===== config.mk =====
export PLATFORM = sky130hd
export DESIGN_NAME = fpga_cfg_loader
export DESIGN_NICKNAME = d
export VERILOG_FILES = /design/src/rtl/cfg_loader_pkg.sv /design/src/rtl/cfg_cycle_cnt.sv /design/src/rtl/cfg_byte_shift.sv /design/src/rtl/fpga_cfg_loader.sv
export SDC_FILE = /design/constraint.sdc
export NUM_CORES = 1
export LEC_CHECK = 0
export ABC_AREA = 1
export BUFFER_PORTS_ARGS = -buffer_cell sky130_fd_sc_hd__buf_4
export CAP_MARGIN = 25
export CORE_MARGIN = 8
export CORE_UTILIZATION = 50
export CTS_CLUSTER_DIAMETER = 80
export CTS_CLUSTER_SIZE = 24
export DETAILED_ROUTE_END_ITERATION = 10
export PLACE_DENSITY = 0.68
export SETUP_SLACK_MARGIN = 0.15
export SLEW_MARGIN = 20
export SYNTH_ARGS = -nofsm -noshare
export SYNTH_HDL_FRONTEND = slang
export SYNTH_SLANG_ARGS = --single-unit

===== constraint.sdc =====
create_clock -name clk -period 4.1 [get_ports clk]
set_input_delay 0.615 -clock clk [delete_from_list [all_inputs] [get_ports clk]]
set_output_delay 0.615 -clock clk [all_outputs]
set_load 0.01 [all_outputs]

===== src/rtl/cfg_loader_pkg.sv =====
package cfg_loader_pkg;

    typedef enum logic [3:0] {
        ST_IDLE,
        ST_PROG,
        ST_WAIT_INIT,
        ST_FETCH,
        ST_BIT_LO,
        ST_BIT_HI,
        ST_CHECK,
        ST_TRAIL_LO,
        ST_TRAIL_HI,
        ST_USER_RST
    } ld_state_e;

    typedef struct packed {
        logic ok;
        logic timeout;
        logic crc;
        logic notdone;
    } ld_result_t;

endpackage


===== src/rtl/cfg_cycle_cnt.sv =====
// Saturating cycle counter: hit is high in the last of lim cycles after clr.
module cfg_cycle_cnt #(
    parameter int W = 8
) (
    input  logic         clk,
    input  logic         rst_n,
    input  logic         clr,
    input  logic [W-1:0] lim,
    output logic         hit
);
    logic [W-1:0] cnt_d, cnt_q;
    logic [W:0]   nxt;

    assign nxt = {1'b0, cnt_q} + {{W{1'b0}}, 1'b1};
    assign hit = (nxt >= {1'b0, lim});

    always_comb begin
        cnt_d = cnt_q;
        if (clr) begin
            cnt_d = '0;
        end else if (!hit) begin
            cnt_d = nxt[W-1:0];
        end
    end

    always_ff @(posedge clk or negedge rst_n) begin
        if (!rst_n) begin
            cnt_q <= '0;
        end else begin
            cnt_q <= cnt_d;
        end
    end

endmodule


===== src/rtl/cfg_byte_shift.sv =====
// Parallel-load shift register, MSB first, with a bit position counter.
module cfg_byte_shift #(
    parameter int W = 8
) (
    input  logic         clk,
    input  logic         rst_n,
    input  logic         load,
    input  logic         shift,
    input  logic [W-1:0] din,
    output logic         msb,
    output logic         last_bit
);
    localparam int CW = (W > 1) ? $clog2(W) : 1;

    typedef struct packed {
        logic [W-1:0]  data;
        logic [CW-1:0] cnt;
    } sh_t;

    sh_t s_d, s_q;

    always_comb begin
        s_d = s_q;
        if (load) begin
            s_d.data = din;
            s_d.cnt  = '0;
        end else if (shift) begin
            s_d.data = {s_q.data[W-2:0], 1'b0};
            s_d.cnt  = s_q.cnt + 1'b1;
        end
    end

    always_ff @(posedge clk or negedge rst_n) begin
        if (!rst_n) begin
            s_q <= '0;
        end else begin
            s_q <= s_d;
        end
    end

    assign msb      = s_q.data[W-1];
    assign last_bit = (s_q.cnt == CW'(W - 1));

    // a byte is never reloaded in the same cycle it is being advanced
    p_no_load_shift_r5: assert property (@(posedge clk) disable iff (!rst_n)
        !(load && shift));

endmodule


===== src/rtl/fpga_cfg_loader.sv =====
module fpga_cfg_loader
    import cfg_loader_pkg::*;
#(
    parameter int DATA_W       = 8,
    parameter int PROG_LOW_CYC = 80,
    parameter int INIT_TO_CYC  = 1250000,
    parameter int HALF_DIV     = 4,
    parameter int RST_LOW_CYC  = 64,
    parameter int TRAIL_CLKS   = 4
) (
    input  logic              clk,
    input  logic              rst_n,
    input  logic              start,
    input  logic [DATA_W-1:0] byte_data,
    input  logic              byte_valid,
    input  logic              byte_last,
    output logic              byte_ready,
    input  logic              cfg_init,
    input  logic              cfg_done,
    output logic              cfg_prog_n,
    output logic              cfg_cclk,
    output logic              cfg_din,
    output logic              user_rst_n,
    output logic              busy,
    output logic              load_ok,
    output logic              fail_timeout,
    output logic              fail_crc,
    output logic              fail_notdone
);
    localparam int MAX_PR   = (PROG_LOW_CYC > RST_LOW_CYC) ? PROG_LOW_CYC : RST_LOW_CYC;
    localparam int LONG_MAX = (INIT_TO_CYC > MAX_PR) ? INIT_TO_CYC : MAX_PR;
    localparam int LW       = $clog2(LONG_MAX + 1);
    localparam int HW       = $clog2(HALF_DIV + 1);
    localparam int TW       = (TRAIL_CLKS > 1) ? $clog2(TRAIL_CLKS) : 1;
    localparam logic [HW-1:0] HALF_LIM = HW'(HALF_DIV);
    localparam logic [TW-1:0] TRAIL_END = TW'(TRAIL_CLKS - 1);

    typedef struct packed {
        ld_state_e        st;
        logic             last;
        logic [TW-1:0]    trail;
        ld_result_t       res;
    } ctl_t;

    ctl_t c_d, c_q;

    logic          half_clr, half_hit;
    logic          long_clr, long_hit;
    logic [LW-1:0] long_lim;
    logic          sh_load, sh_shift, sh_msb, sh_last;

    // half-period timer for the configuration clock
    cfg_cycle_cnt #(.W(HW)) u_half (
        .clk   (clk),
        .rst_n (rst_n),
        .clr   (half_clr),
        .lim   (HALF_LIM),
        .hit   (half_hit)
    );

    // long timer: program pulse, INIT timeout, user reset pulse
    cfg_cycle_cnt #(.W(LW)) u_long (
        .clk   (clk),
        .rst_n (rst_n),
        .clr   (long_clr),
        .lim   (long_lim),
        .hit   (long_hit)
    );

    cfg_byte_shift #(.W(DATA_W)) u_shift (
        .clk      (clk),
        .rst_n    (rst_n),
        .load     (sh_load),
        .shift    (sh_shift),
        .din      (byte_data),
        .msb      (sh_msb),
        .last_bit (sh_last)
    );

    always_comb begin
        c_d      = c_q;
        half_clr = 1'b0;
        long_clr = 1'b0;
        sh_load  = 1'b0;
        sh_shift = 1'b0;
        long_lim = LW'(PROG_LOW_CYC);
        unique case (c_q.st)
            ST_IDLE: begin
                if (start) begin
                    c_d.res  = '0;
                    c_d.st   = ST_PROG;
                    long_clr = 1'b1;
                end
            end
            ST_PROG: begin
                if (long_hit) begin
                    c_d.st   = ST_WAIT_INIT;
                    long_clr = 1'b1;
                end
            end
            ST_WAIT_INIT: begin
                long_lim = LW'(INIT_TO_CYC);
                if (cfg_init) begin
                    c_d.st = ST_FETCH;
                end else if (long_hit) begin
                    c_d.res.timeout = 1'b1;
                    c_d.st          = ST_IDLE;
                end
            end
            ST_FETCH: begin
                if (byte_valid) begin
                    sh_load  = 1'b1;
                    c_d.last = byte_last;
                    c_d.st   = ST_BIT_LO;
                    half_clr = 1'b1;
                end
            end
            ST_BIT_LO: begin
                if (half_hit) begin
                    c_d.st   = ST_BIT_HI;
                    half_clr = 1'b1;
                end
            end
            ST_BIT_HI: begin
                if (half_hit) begin
                    if (sh_last) begin
                        c_d.st = c_q.last ? ST_CHECK : ST_FETCH;
                    end else begin
                        sh_shift = 1'b1;
                        c_d.st   = ST_BIT_LO;
                        half_clr = 1'b1;
                    end
                end
            end
            ST_CHECK: begin
                if (!cfg_init) begin
                    c_d.res.crc = 1'b1;
                    c_d.st      = ST_IDLE;
                end else if (!cfg_done) begin
                    c_d.res.notdone = 1'b1;
                    c_d.st          = ST_IDLE;
                end else begin
                    c_d.trail = '0;
                    c_d.st    = ST_TRAIL_LO;
                    half_clr  = 1'b1;
                end
            end
            ST_TRAIL_LO: begin
                if (half_hit) begin
                    c_d.st   = ST_TRAIL_HI;
                    half_clr = 1'b1;
                end
            end
            ST_TRAIL_HI: begin
                if (half_hit) begin
                    if (c_q.trail == TRAIL_END) begin
                        c_d.st   = ST_USER_RST;
                        long_clr = 1'b1;
                    end else begin
                        c_d.trail = c_q.trail + 1'b1;
                        c_d.st    = ST_TRAIL_LO;
                        half_clr  = 1'b1;
                    end
                end
            end
            ST_USER_RST: begin
                long_lim = LW'(RST_LOW_CYC);
                if (long_hit) begin
                    c_d.res.ok = 1'b1;
                    c_d.st     = ST_IDLE;
                end
            end
            default: c_d.st = ST_IDLE;
        endcase
    end

    always_ff @(posedge clk or negedge rst_n) begin
        if (!rst_n) begin
            c_q <= '{st: ST_IDLE, last: 1'b0, trail: '0, res: '0};
        end else begin
            c_q <= c_d;
        end
    end

    assign cfg_prog_n   = (c_q.st != ST_PROG);
    assign cfg_cclk     = (c_q.st == ST_BIT_HI) || (c_q.st == ST_TRAIL_HI);
    assign cfg_din      = sh_msb;
    assign user_rst_n   = (c_q.st != ST_USER_RST);
    assign busy         = (c_q.st != ST_IDLE);
    assign byte_ready   = (c_q.st == ST_FETCH);
    assign load_ok      = c_q.res.ok;
    assign fail_timeout = c_q.res.timeout;
    assign fail_crc     = c_q.res.crc;
    assign fail_notdone = c_q.res.notdone;

    // serial data steady while the configuration clock is high
    p_din_stable_r4: assert property (@(posedge clk) disable iff (!rst_n)
        (cfg_cclk && $past(cfg_cclk)) |-> $stable(cfg_din));

    // ready waits for a byte, then drops after the handshake
    p_ready_wait_r6: assert property (@(posedge clk) disable iff (!rst_n)
        (byte_ready && !byte_valid) |=> byte_ready);
    p_ready_drop_r6: assert property (@(posedge clk) disable iff (!rst_n)
        (byte_ready && byte_valid) |=> !byte_ready);

    // program pulse is quiet on clock, user reset and stream
    p_prog_quiet_r2: assert property (@(posedge clk) disable iff (!rst_n)
        !cfg_prog_n |-> (!cfg_cclk && user_rst_n && !byte_ready));

    // timeout only after INIT seen low, and the load is over
    p_timeout_r3: assert property (@(posedge clk) disable iff (!rst_n)
        $rose(fail_timeout) |-> ($past(!cfg_init) && !busy));

    // CRC result follows INIT low at the check
    p_crc_r7: assert property (@(posedge clk) disable iff (!rst_n)
        $rose(fail_crc) |-> $past(!cfg_init));

    // not-done result follows INIT high with DONE low
    p_notdone_r8: assert property (@(posedge clk) disable iff (!rst_n)
        $rose(fail_notdone) |-> $past(cfg_init && !cfg_done));

    // user reset begins right after a trailing clock high phase
    p_rst_after_trail_r9: assert property (@(posedge clk) disable iff (!rst_n)
        $fell(user_rst_n) |-> $past(cfg_cclk));

    // flags exclusive, cleared while busy, held while idle
    p_one_result_r10: assert property (@(posedge clk) disable iff (!rst_n)
        $onehot0({load_ok, fail_timeout, fail_crc, fail_notdone}));
    p_busy_clear_r10: assert property (@(posedge clk) disable iff (!rst_n)
        busy |-> !(load_ok || fail_timeout || fail_crc || fail_notdone));
    p_hold_r10: assert property (@(posedge clk) disable iff (!rst_n)
        (!busy && !start) |=> ($stable(load_ok) && $stable(fail_timeout) &&
                               $stable(fail_crc) && $stable(fail_notdone)));

endmodule


# ---- Word-level counts from Yosys, hierarchy flattened
# Cells that the tools add are included.
dict set report word_totals {
  in_bits 15
  elab_cells 115
  regBits 46
}
dict set report op_classes {
  n_addsub 4
  order_cmp 2
  mux 52
  n_eq_ne 30
  n_reduce_logical 16
}
# cell count
set op_table {}
lappend op_table {{$mux 21} 2}
lappend op_table {{$pmux 21 s2} 1}
lappend op_table {{$mux 4} 10}
lappend op_table {{$pmux 4 s10} 1}
lappend op_table {{$ne 2x2->1 const B} 17}
lappend op_table {{$add 21x1->22 const B} 1}
lappend op_table {{$ge 22x21->1} 1}
lappend op_table {{$mux 11} 2}
lappend op_table {{$mux 1} 19}
lappend op_table {{$mux 3} 6}
lappend op_table {{$eq 4x3->1 const B} 4}
lappend op_table {{$reduce_bool 2->1} 5}
lappend op_table {{$eq 4x2->1 const B} 2}
lappend op_table {{$eq 4x4->1 const B} 2}
lappend op_table {{$mux 2} 4}
lappend op_table {{$pmux 2 s2} 2}
lappend op_table {{$reduce_and 4->1} 2}
lappend op_table {{$reduce_and 7->1} 1}
lappend op_table {{$reduce_and 3->1} 2}
lappend op_table {{$mux 5} 1}
lappend op_table {{$pmux 1 s5} 1}
lappend op_table {{$reduce_and 5->1} 1}
lappend op_table {{$add 3x1->4 const B} 1}
lappend op_table {{$eq 4x1->1 const B} 1}
lappend op_table {{14 further kinds} 15}

# ---- Longest topological paths before layout
# Gate-level depths: netlist of run 1.
dict set report logic_depth {
  ltp_word 6
  depth_mapped 25
  ltp_nobuf 24
}

# ---- By module
# A second synthesis of run 1 with hierarchy kept.
dict set report hier_totals {
  cells_unflattened 540
  hier_area_um2 3839.9
}
# module area_each_um2 n_inst cells_per_inst
set by_module_without_submodules {}
lappend by_module_without_submodules {{cfg_cycle_cnt (u_long)} 2199.6 1 311}
lappend by_module_without_submodules {fpga_cfg_loader 884.6 1 139}
lappend by_module_without_submodules {cfg_byte_shift 516.7 1 58}
lappend by_module_without_submodules {{cfg_cycle_cnt (u_half)} 239.0 1 32}

# ---- Worst setup path after synthesis of run 1
# No wires, ideal clock.
dict set report synth_timing {
  kind {register to register}
  from {register u_long.cnt_q[0]}
  to {register u_long.cnt_q[10]}
  stages_incl_launch_ff 24
  n_path_buf 1
  synth_period_minus_slack_ns 2.892
  setup_time_ns 0.117
  slack_ns 1.208
  arrival_time_ns 2.775
  cell_sequence {dfrtp_1 ha_1 nand2_2 nor2_4 nand2_1 nor2_2 nand4_1 nor2_1 nor2_1 ha_1 nand2_1 nor3b_1 nand2_1 nor2_1 nand2_1 nor2_1 nand2_1 nor2_4 nor2_8 nand2_4 nand2_2 nand3_4 buf_12 nor2_4}
}
dict set report synth_via {
  elab_chain_cells 5
  elab_cells_between_ends 7
}
# item line
set synth_rtl {}
lappend synth_rtl {{start, declared} cfg_cycle_cnt.sv:11} ;# logic [W-1:0] cnt_d, cnt_q;
lappend synth_rtl {{start signal, assigned} cfg_cycle_cnt.sv:30} ;# cnt_q <= cnt_d;
lappend synth_rtl {{$add 21x1->22 (*)} cfg_cycle_cnt.sv:14} ;# assign nxt = {1'b0, cnt_q} + {{W{1'b0}}, 1'b1};
lappend synth_rtl {{$ge 22x21->1} cfg_cycle_cnt.sv:15} ;# assign hit = (nxt >= {1'b0, lim});
lappend synth_rtl {{$mux 1} fpga_cfg_loader.sv:96} ;# if (long_hit) begin
lappend synth_rtl {{$pmux 1 s3} fpga_cfg_loader.sv:87} ;# unique case (c_q.st)
lappend synth_rtl {{$ne 2x2->1 (no source line) / $mux 21 (equally long branches)} --}
# Mark *: on every way between the ends. The rest lies on a longest branch, timed or not. The select of a mux whose other input is x is not followed.
# A chain may end at the register's enable or synchronous reset.

# ---- Worst setup path after layout of run 1
dict set report layout_timing {
  from {register u_long.cnt_q[1]}
  to {register u_long.cnt_q[3]}
}
# Same word-level chain as after synthesis.

==> flow_metrics.py, run 1 <==
metrics = {
    "setup_path": {
        "timing_worst_setup_path_type": "register to register",
        "crit_start": "u_long.cnt_q[1]$_DFFE_PN0P_",
        "end_kind": "register",
        "type_of_element_launching_the_critical_path": "register",
        "regToRegSetupSlack_ps": 660,
        "worst_path_required_time_ps": 4270,
        "rr_worst_depth": 22,
        "critical_path_arrival_ps": 3600,
        "worst_r2r_endpoint": "u_long.cnt_q[3]$_DFFE_PN0P_",
        "worstPathMaxFanout": 21,
        "worstReg2RegStart": "u_long.cnt_q[1]$_DFFE_PN0P_",
    },
    "hold_path": {
        "worst_hold_path_type": "input port to asynchronous set/reset pin",
    },
    "floorplan": {
        "placement_rows": 30,
        "die-height_um": 98.2,
        "die_area_um2": 9640,
        "io-pin-count": 25,
        "core_area_um2": 6680,
        "floorplan.die.width_um": 98.2,
        "start_util": 0.505,
    },
    "grt": {
        "grt_pass1_wl_um": 13300,
        "grtUsageTotal": 0.165,
        "vias_in_the_first_global_route": 2898,
        "grt_antenna_before_repair": 0,
        "global_route.overflow_total": 0,
        "grt_start_max_net_pins": 47,
    },
    "detailed_routing": {
        "detail_route.vias_per_cell": 5.03,
        "wl_per_cell_um": 12.7,
        "drtPass1Iterations": 4,
        "drt-total-wl_um": 7590,
        "drt_iter0_markers": 209,
        "routed-via-count": 2990,
        "final_antenna_net_count": 0,
        "detail_route.drc_violations": 0,
    },
    "synthesis": {
        "synth.net_count": 516,
        "avgSynthCellArea_um2": 6.91,
        "synthDominantAreaCellType": "sky130_fd_sc_hd__dfrtp_1",
        "fraction_of_registers_with_async_set_reset": 1.00,
        "synth_area_leaders": "sky130_fd_sc_hd__dfrtp_1, sky130_fd_sc_hd__nand2_1, sky130_fd_sc_hd__inv_1, sky130_fd_sc_hd__nor2_1, sky130_fd_sc_hd__nand3_1",
        "synth_top_flop_cell": "sky130_fd_sc_hd__dfrtp_1",
        "synth_top_cells_by_count": "sky130_fd_sc_hd__nand2_1, sky130_fd_sc_hd__inv_1, sky130_fd_sc_hd__nor2_1, sky130_fd_sc_hd__dfrtp_1, sky130_fd_sc_hd__nand3_1",
        "flop_and_latch_count_out_of_synthesis": 46,
        "synth-seq-area-share": 0.341,
        "synthesis.yosys.warnings": 0,
        "netlist_instances": 489,
        "synthMostInstantiatedCell": "sky130_fd_sc_hd__nand2_1",
        "synth_area_um2": 3380,
        "synth_top_area_frac": 0.341,
        "synth_enable_flop_cells": 0,
        "library_cells_used_by_synthesis": 35,
    },
    "timing": {
        "whs_ps": 318,
        "slew-limit-headroom": 0.602,
        "slew_viol_final": 0,
        "timing.fmax_ghz": 0.291,
        "final-setup-viol-count": 0,
        "tns_ps": 0,
        "hold_vio_cnt_final": 0,
        "fin_worst_skew_ps": 6.02,
        "grt_setup_unrepaired": "false",
        "max_slew.worst_pin.slew_ps": 597,
        "timing.final.crit_share": 0.838,
        "period_minus_slack_ps": 3440,
    },
    "clocking": {
        "clk_pin_slew_worst_paths_ps": 80,
        "clock-sinks": 46,
        "postCtsSetupRepairBufs": 0,
        "ctsHtreeMaxLevel": 2,
        "cts_resized": 0,
        "cts_tree": "built",
        "holdBufCountCts": 0,
        "clk_latency_ps": 290,
        "clock_path_buffers": 2,
        "cts.root.buffer_cell": "sky130_fd_sc_hd__clkbuf_8",
        "cts-buffers-inserted": 5,
    },
    "layout": {
        "final-instance-count-excl-fill": 595,
        "antenna_cells": 0,
        "layout.cell_area.non_filler_um2": 3710,
        "finalNetCount": 541,
        "layout-area-overhead-vs-synth_pct": 9.74,
        "share_of_layout_cells_above_drive_strength_1": 0.124,
    },
    "flow_run": {
        "maxCapViolCount": 0,
    },
    "placement": {
        "post-dp-hpwl_um": 5860,
        "placed_cell_count": 587,
        "dpl_cell_area_um2": 3600,
        "gp_congestion": 0.936,
        "io_buffer_count": 24,
    },
    "power": {
        "worst_ir_drop_vdd_uv": 290,
        "leakage_power_nw": 1.89,
        "p_per_area_nw_per_um2": 460,
    },
    "status": {
        "run_status": "finished clean",
    },
}
## power by group
part	leakage (nW)	total, mW	switching, mW	internal (mW)
logic	1.23	0.725	0.456	0.269
registers	0.610	0.653	0.0863	0.567
clock network	0.0524	0.328	0.145	0.182
total	1.89	1.71	0.687	1.02
## worst max path at each step
| stage | endpoint | slack, ps | cells past startpoint |
|---|---|---|---|
| floorplan | u_long.cnt_q[10]$_DFFE_PN0P_ | 1210 | 23 |
| global placement | u_long.cnt_q[3]$_DFFE_PN0P_ | 790 | 22 |
| detailed placement | u_long.cnt_q[3]$_DFFE_PN0P_ | 700 | 22 |
| CTS | u_long.cnt_q[3]$_DFFE_PN0P_ | 670 | 22 |
| global route | u_long.cnt_q[3]$_DFFE_PN0P_ | 300 | 22 |
| finish | u_long.cnt_q[3]$_DFFE_PN0P_ | 660 | 22 |
## per-layer routing
layer / share of wire / up-vias / wire length [um] / track usage
li1: - / 1566 / - / -
met1: 0.48 / 1358 / 3670 / 0.221
met2: 0.47 / 56 / 3560 / 0.271
met3: 0.034 / 10 / 260 / 0.0228
met4: 0.014 / 0 / 105 / 0.0460
met5: 0 / - / 0 / 0
## placed cells by master (no fill, tap or decap), drive strengths merged, types with 2 or more instances in the layout
cell and count:
dfrtp 46, nand2 151, o21ai 22, ha 12, a211oi 2, clkbuf 7
nor2 71, nor3 16, buf 27, nand3 33, nand4 2, a21oi 12
a22o 2, inv 82, nand3b 12, xor2 10
## metrics by stage
step	worst slack [ps]	utilization	total power, mW
floorplan	1210	-	1.19
global placement	785	0.539	1.37
detailed placement	696	0.539	1.39
CTS	669	0.555	1.72
global route	297	0.555	1.85
finish	664	0.555	1.71
## logic make-up (layout without fill, tap and decap cells)
family                   count (synthesis)  count (layout)  share of synthesized area
XOR/XNOR                                10              10                     0.0259
flip-flops                              46              46                      0.341
AND/OR/NAND/NOR                        288             288                      0.403
AO/OA/AOI/OAI                           42              42                     0.0704
buffers and inverters                   91             117                      0.115
adder cells (fa/ha/maj)                 12              12                     0.0445
## sequential cells by signal (all words and copies together) (netlist names)
signal        count
fail_timeout      1
u_shift.s_q      10
u_half.cnt_q      3
load_ok           1
fail_crc          1
u_shift.msb       1
u_long.cnt_q     21
fail_notdone      1
c_q               7
## area by class of cell
cell class / count / area [um2]
Inverter: 82 / 308
Clock buffer: 7 / 76.3
Multi-Input combinational cell: 352 / 1840
Tap cell: 80 / 100
Sequential cell: 46 / 1150
Clock inverter: 1 / 30.0
Fill cell: 694 / 2980
Timing Repair Buffer: 27 / 203
## worst max-delay path, cell delays in order (launching register included)
cell and delay, ps:
sky130_fd_sc_hd__dfrtp_1 400, sky130_fd_sc_hd__ha_1 240, sky130_fd_sc_hd__nand2_2 100, sky130_fd_sc_hd__nor2_4 150, sky130_fd_sc_hd__nand2_1 120, sky130_fd_sc_hd__nor2_2 120
sky130_fd_sc_hd__nand4_1 120, sky130_fd_sc_hd__nor2_1 190, sky130_fd_sc_hd__nor2_1 90, sky130_fd_sc_hd__ha_1 270, sky130_fd_sc_hd__nand2_1 60, sky130_fd_sc_hd__nor3b_1 190
sky130_fd_sc_hd__nand2_1 70, sky130_fd_sc_hd__nor2_1 100, sky130_fd_sc_hd__nand2_1 70, sky130_fd_sc_hd__nor2_1 90, sky130_fd_sc_hd__nand2_1 90, sky130_fd_sc_hd__nor2_4 140
sky130_fd_sc_hd__nor2_8 60, sky130_fd_sc_hd__nand2_4 130, sky130_fd_sc_hd__nand2_2 80, sky130_fd_sc_hd__nand3_4 310, sky130_fd_sc_hd__nor2_1 110
(Power assumes the default switching activity.)
==> run 2, diff against run 1 <==
Clock period 4.1 ns to 3.55 ns, I/O delays scaled along.
==> run 2 against run 1 <==
Effect of this change:
- critical path depth rose by 1
- hold slack got worse by 85 ps
- final cell count rose by 1.5%
- highest routed layer unchanged
- clock power fell by 1%
- register-to-register slack got worse by 340 ps
- worst setup slack got worse by 340 ps
- core utilization rose by 2.7 points
- final area rose by 4.9%
- combinational power rose by 31%
- largest power group unchanged
- non-clock buffer count rose by 9
- die area did not move
==> flow_metrics.py, run 2 (synthesized netlist as in run 1, its figures left out) <==
metrics = {
    "layout": {
        "most_frequent_cells_in_the_layout": "sky130_fd_sc_hd__nand2_1, sky130_fd_sc_hd__inv_1, sky130_fd_sc_hd__nor2_1",
        "layout-area-overhead-vs-synth_pct": 15.1,
        "final_common_cell": "sky130_fd_sc_hd__nand2_1",
        "reg_top3": "u_long.cnt_q (21), u_shift.s_q (10), c_q (7)",
        "register_bank_with_the_most_flops": "u_long.cnt_q",
        "share_of_layout_cells_above_drive_strength_1": 0.164,
        "antenna_cells": 0,
        "finalNetCount": 550,
        "largest_register_ff_count": 21,
    },
    "grt": {
        "grtUsageTotal": 0.166,
        "vias_in_the_first_global_route": 2989,
        "global_route.overflow_total": 0,
        "grt_start_max_net_pins": 47,
        "grt_antenna_before_repair": 0,
        "grt_pass1_wl_um": 13500,
    },
    "floorplan": {
        "die-height_um": 98.2,
        "io-pin-count": 25,
        "die_area_um2": 9640,
        "floorplan.die.width_um": 98.2,
        "start_util": 0.505,
        "placement_rows": 30,
        "core_area_um2": 6680,
    },
    "status": {
        "run_status": "finished clean",
    },
    "timing": {
        "grt_setup_unrepaired": "false",
        "tns_ps": 0,
        "slew_viol_final": 0,
        "final-setup-viol-count": 0,
        "hold_vio_cnt_final": 0,
        "period_minus_slack_ps": 3230,
        "timing.fmax_ghz": 0.310,
        "timing.final.crit_share": 0.909,
        "max_slew.worst_pin.slew_ps": 607,
        "slew-limit-headroom": 0.595,
        "setup_slack_ps": 323,
        "fin_worst_skew_ps": 4.77,
    },
    "detailed_routing": {
        "final_antenna_net_count": 0,
        "met3WireLength_um": 304,
        "detail_route.wirelength.met1_um": 3850,
        "uppermost_layer_routed": "met4",
        "drt_iter0_markers": 185,
        "drtPass1Iterations": 4,
        "wl_met2_um": 3880,
        "detail_route.drc_violations": 0,
        "routed-via-count": 3091,
        "drt-total-wl_um": 8200,
        "detail_route.vias_per_cell": 5.12,
        "wl_per_cell_um": 13.6,
    },
    "setup_path": {
        "timing_worst_setup_path_type": "register to register",
        "slowest_delay_ps": 420,
        "critical_path_arrival_ps": 3430,
        "worstPathBufferInverterCount": 1,
        "rr_worst_depth": 23,
        "worst_r2r_endpoint": "u_long.cnt_q[13]$_DFFE_PN0P_",
        "worst_path_required_time_ps": 3750,
        "regToRegSetupSlack_ps": 320,
        "type_of_element_launching_the_critical_path": "register",
        "cp_cell_sequence": "ha_4 -> nand2_4 -> nor2_4 -> nand2_2 -> nor2_2 -> nand4_1 -> nor2_2 -> nor2_2 -> ha_1 -> nand2_2 -> nor3b_2 -> nand2_1 -> nor2_1 -> nand2_1 -> nor2_1 -> nand2_1 -> nor2_4 -> nor2_8 -> nand2_4 -> nand2_2 -> nand3_4 -> clkbuf_16 -> nor2_4",
        "end_kind": "register",
        "worstPathMaxFanout": 7,
        "worstReg2RegStart": "u_long.cnt_q[0]$_DFFE_PN0P_",
        "timing.critical_path.max_delay_family": "simple AND/OR/NAND/NOR gates",
        "critical-path-slowest-cell": "sky130_fd_sc_hd__dfrtp_1",
    },
    "hold_path": {
        "worst_hold_path_type": "input port to asynchronous set/reset pin",
    },
    "clocking": {
        "clock_path_buffers": 2,
        "cts-buffers-inserted": 5,
        "cts.root.buffer_cell": "sky130_fd_sc_hd__clkbuf_8",
        "ctsHtreeMaxLevel": 2,
        "clock-sinks": 46,
        "cts_tree": "built",
        "clk_latency_ps": 300,
        "clk_pin_slew_worst_paths_ps": 90,
    },
    "power": {
        "leakage_power_nw": 1.96,
        "p_per_area_nw_per_um2": 523,
        "worst_ir_drop_vdd_uv": 350,
    },
    "placement": {
        "post-dp-hpwl_um": 5890,
        "io_buffer_count": 24,
        "dpl_worst_slack_ps": 283,
        "gp_congestion": 0.944,
    },
    "flow_run": {
        "maxCapViolCount": 0,
    },
}
==> run 2: changes by cell type in the layout (fill, tap and decap cells not counted), moves of 2 or more <==
cell,previous run,this run
sky130_fd_sc_hd__nand2_1,144,141
sky130_fd_sc_hd__nand2_2,6,8
sky130_fd_sc_hd__ha_4,0,2
sky130_fd_sc_hd__buf_12,0,2
sky130_fd_sc_hd__nor2_2,6,9
sky130_fd_sc_hd__buf_6,0,3
sky130_fd_sc_hd__buf_4,27,29
sky130_fd_sc_hd__nor2_1,52,49
sky130_fd_sc_hd__ha_1,12,10
sky130_fd_sc_hd__clkbuf_16,0,2
==> run 2: how the worst max path moves through the flow <==
stage | from | end | slack [ps] | depth (start not counted)
floorplan | u_long.cnt_q[0]$_DFFE_PN0P_ | u_long.cnt_q[10]$_DFFE_PN0P_ | 660 | 23
global placement | u_long.cnt_q[1]$_DFFE_PN0P_ | u_long.cnt_q[0]$_DFFE_PN0P_ | 320 | 24
detailed placement | u_long.cnt_q[1]$_DFFE_PN0P_ | u_long.cnt_q[0]$_DFFE_PN0P_ | 280 | 24
CTS | u_long.cnt_q[1]$_DFFE_PN0P_ | u_long.cnt_q[0]$_DFFE_PN0P_ | 250 | 24
global route | u_long.cnt_q[0]$_DFFE_PN0P_ | u_long.cnt_q[16]$_DFFE_PN0P_ | 90 | 23
finish | u_long.cnt_q[0]$_DFFE_PN0P_ | u_long.cnt_q[13]$_DFFE_PN0P_ | 320 | 23
==> run 2: layout make-up <==
type                       instances  area, um2
fill                             632       2800
multi-input combinational        352       1900
sequential                        46       1150
timing repair buffer              36        342
inverter                          82        308
tap                               80        100
clock buffer                       6       72.6
clock inverter                     2       13.8
==> run 2: what timing repair did <==
action	4_1_cts	5_1_grt
setup buffers	0	5
resized for setup	0	20
endpoints found under the setup margin	0	26
hold buffers	0	0
==> run 2: stage by stage <==
| step | instance area [um2] | util | total power, mW | std cells | hold slack [ps] |
|---|---|---|---|---|---|
| 3_5_place_dp | 3630 | 0.543 | 1.61 | 589 | 472 |
| 2_1_floorplan | 3380 | - | 1.38 | 489 | 237 |
| 3_3_place_gp | 3630 | 0.543 | 1.60 | 589 | 466 |
| 6_report | 3890 | 0.582 | 2.03 | 604 | 233 |
| 4_1_cts | 3710 | 0.556 | 1.95 | 597 | 258 |
| 5_1_grt | 3890 | 0.582 | 2.20 | 604 | 281 |
==> run 2: per-layer routing <==
metal	global-route usage	vias up
li1	-	1591
met1	0.219	1421
met2	0.276	65
met3	0.0263	14
met4	0.0425	0
met5	0	-
==> run 2: report_power, final <==
part	internal, mW	total, mW	switching, mW
combinational	0.388	0.949	0.561
sequential	0.656	0.759	0.103
clock	0.139	0.324	0.185
total	1.18	2.03	0.849
==> run 3, diff against run 2 <==
Settings changed: CORE_ASPECT_RATIO set to 0.5.
==> run 3 against run 2 <==
Effect of this change:
- clock-buffer cell count did not move
- critical endpoint is now u_long.cnt_q[14]$_DFFE_PN0P_
- non-clock buffer count rose by 8
- clock power rose by 37%
==> flow_metrics.py, run 3 (synthesized netlist as in run 1, its figures left out) <==
metrics = {
    "status": {
        "run_status": "finished clean",
    },
    "clocking": {
        "clock-sinks": 46,
        "cts.root.buffer_cell": "sky130_fd_sc_hd__clkbuf_16",
        "clk_latency_ps": 280,
        "ctsHtreeMaxLevel": 2,
        "holdBufCountCts": 0,
        "clk_pin_slew_worst_paths_ps": 60,
        "cts-buffers-inserted": 5,
        "clock_path_buffers": 2,
        "cts_tree": "built",
    },
    "detailed_routing": {
        "routed-via-count": 3228,
        "drt_iter0_markers": 242,
        "detail_route.drc_violations": 0,
        "drtPass1Iterations": 5,
        "drt-total-wl_um": 8820,
        "final_antenna_net_count": 0,
        "detail_route.vias_per_cell": 5.17,
        "wl_per_cell_um": 14.1,
    },
    "floorplan": {
        "die-height_um": 74.1,
        "io-pin-count": 25,
        "placement_rows": 21,
        "floorplan.die.width_um": 132,
        "start_util": 0.510,
        "die_area_um2": 9800,
        "core_area_um2": 6620,
    },
    "timing": {
        "hold_vio_cnt_final": 0,
        "setup_slack_ps": 144,
        "slew_viol_final": 0,
        "timing.final.crit_share": 0.960,
        "slew-limit-headroom": 0.584,
        "final-setup-viol-count": 0,
        "grt_setup_unrepaired": "true",
        "fin_worst_skew_ps": 5.59,
        "period_minus_slack_ps": 3410,
        "timing.fmax_ghz": 0.294,
        "max_slew.worst_pin.slew_ps": 619,
        "whs_ps": 252,
    },
    "setup_path": {
        "worst_path_required_time_ps": 3730,
        "timing_worst_setup_path_type": "register to register",
        "worstReg2RegStart": "u_long.cnt_q[1]$_DFFE_PN0P_",
        "worstPathMaxFanout": 6,
        "critical-path-slowest-cell": "sky130_fd_sc_hd__dfrtp_1",
        "worstPathBufferInverterCount": 1,
        "type_of_element_launching_the_critical_path": "register",
        "timing.critical_path.depth": 24,
        "crit_start": "u_long.cnt_q[1]$_DFFE_PN0P_",
        "cp_cell_sequence": "ha_4 -> nand2_4 -> nor2_4 -> nand2_2 -> nor2_2 -> nand4_1 -> nor3_2 -> nor2_1 -> nor2_2 -> ha_1 -> nand2_2 -> nor3b_2 -> nand2_1 -> nor2_1 -> nand2_1 -> nor2_1 -> nand2_1 -> nor2_4 -> nor2_8 -> nand2_8 -> nand2_4 -> nand3_4 -> buf_8 -> nor2_4",
        "slowest_delay_ps": 420,
        "end_kind": "register",
        "rr_worst_depth": 24,
        "critical_path_arrival_ps": 3580,
        "timing.critical_path.max_delay_family": "simple AND/OR/NAND/NOR gates",
    },
    "grt": {
        "vias_in_the_first_global_route": 2869,
        "grt_start_max_net_pins": 47,
        "global_route.overflow_total": 0,
        "grt_pass1_wl_um": 13600,
        "grt_antenna_before_repair": 0,
        "grtUsageTotal": 0.169,
    },
    "placement": {
        "post-dp-hpwl_um": 5960,
        "dpl_worst_slack_ps": 279,
        "io_buffer_count": 24,
        "gp_congestion": 0.972,
    },
    "layout": {
        "finalNetCount": 559,
        "layout-area-overhead-vs-synth_pct": 19.6,
        "antenna_cells": 0,
        "reg_top3": "u_long.cnt_q (21), u_shift.s_q (10), c_q (7)",
        "largest_register_ff_count": 21,
        "most_frequent_cells_in_the_layout": "sky130_fd_sc_hd__nand2_1, sky130_fd_sc_hd__inv_1, sky130_fd_sc_hd__nor2_1",
        "share_of_layout_cells_above_drive_strength_1": 0.177,
        "register_bank_with_the_most_flops": "u_long.cnt_q",
        "final_common_cell": "sky130_fd_sc_hd__nand2_1",
    },
    "power": {
        "power.share.sequential": 0.347,
        "p_per_area_nw_per_um2": 545,
        "net-switching-power_mw": 0.884,
        "switching_share": 0.401,
        "leakage_power_nw": 2.03,
        "power_frac_clock": 0.201,
        "power.share.combinational": 0.452,
        "worst_ir_drop_vdd_uv": 327,
        "p_int_mw": 1.32,
    },
    "flow_run": {
        "maxCapViolCount": 0,
    },
    "hold_path": {
        "worst_hold_path_type": "input port to asynchronous set/reset pin",
    },
}
-- run 3: power by group through the flow --
stage          logic, mW  registers, mW  clock network, mW
6_report           0.996          0.764              0.443
5_1_grt             1.13          0.781              0.478
4_1_cts            0.867          0.754              0.458
3_5_place_dp       0.857          0.761                  0
3_3_place_gp       0.852          0.759                  0
2_1_floorplan      0.626          0.750                  0
-- run 3: worst register-to-register path, cell delays in order (launching register included) --
cell and delay [ps]:
sky130_fd_sc_hd__dfrtp_1 420, sky130_fd_sc_hd__ha_4 180, sky130_fd_sc_hd__nand2_4 60, sky130_fd_sc_hd__nor2_4 190, sky130_fd_sc_hd__nand2_2 90, sky130_fd_sc_hd__nor2_2 130
sky130_fd_sc_hd__nand4_1 180, sky130_fd_sc_hd__nor3_2 220, sky130_fd_sc_hd__nor2_1 70, sky130_fd_sc_hd__nor2_2 140, sky130_fd_sc_hd__ha_1 160, sky130_fd_sc_hd__nand2_2 60
sky130_fd_sc_hd__nor3b_2 150, sky130_fd_sc_hd__nand2_1 80, sky130_fd_sc_hd__nor2_1 120, sky130_fd_sc_hd__nand2_1 70, sky130_fd_sc_hd__nor2_1 100, sky130_fd_sc_hd__nand2_1 100
sky130_fd_sc_hd__nor2_4 190, sky130_fd_sc_hd__nor2_8 70, sky130_fd_sc_hd__nand2_8 120, sky130_fd_sc_hd__nand2_4 60, sky130_fd_sc_hd__nand3_4 120, sky130_fd_sc_hd__buf_8 170
sky130_fd_sc_hd__nor2_4 50
-- run 3: path summary, 6_finish.rpt --
kind / end / slack [ps]
hold reg to reg: u_shift.msb$_DFFE_PN0P_ / 480
min in group clk: c_q[6]$_DFFE_PN0P_ / 440
setup reg to reg: u_long.cnt_q[14]$_DFFE_PN0P_ / 140
hold / removal: c_q[8]$_DFFE_PN0P_ / 250
max in group asynchronous: u_long.cnt_q[1]$_DFFE_PN0P_ / 2900
setup / recovery: u_long.cnt_q[14]$_DFFE_PN0P_ / 140
-- run 3: final cells by class --
type,instances,area [um2]
well taps,92,115
clock buffers,6,129
multi-input cells,353,1910
clock inverters,1,7.51
inverters,82,308
repair buffers,44,419
fillers,607,2580
flip-flops and latches,46,1150
-- run 3: repair_timing --
action | CTS | global route
gates resized for setup | 0 | 22
endpoints found under the setup margin | 0 | 25
setup buffers | 0 | 11
-- run 3: per-layer routing --
layer	vias up	wire length, um	global-route usage
met5	-	0	0
met4	0	169	0.0411
met3	18	705	0.0384
met2	122	3920	0.263
met1	1481	4020	0.234
li1	1607	-	-
-- run 3: through the flow --
stage	util	cell area (um2)	TNS [ps]	cells	power, mW
final	0.610	4040	0	624	2.20
after floorplan	-	3380	0	489	1.38
after global routing	0.610	4040	-369	624	2.39
after CTS	0.571	3780	0	608	2.08
after global placement	0.550	3640	0	601	1.61
after detailed placement	0.550	3640	0	601	1.62
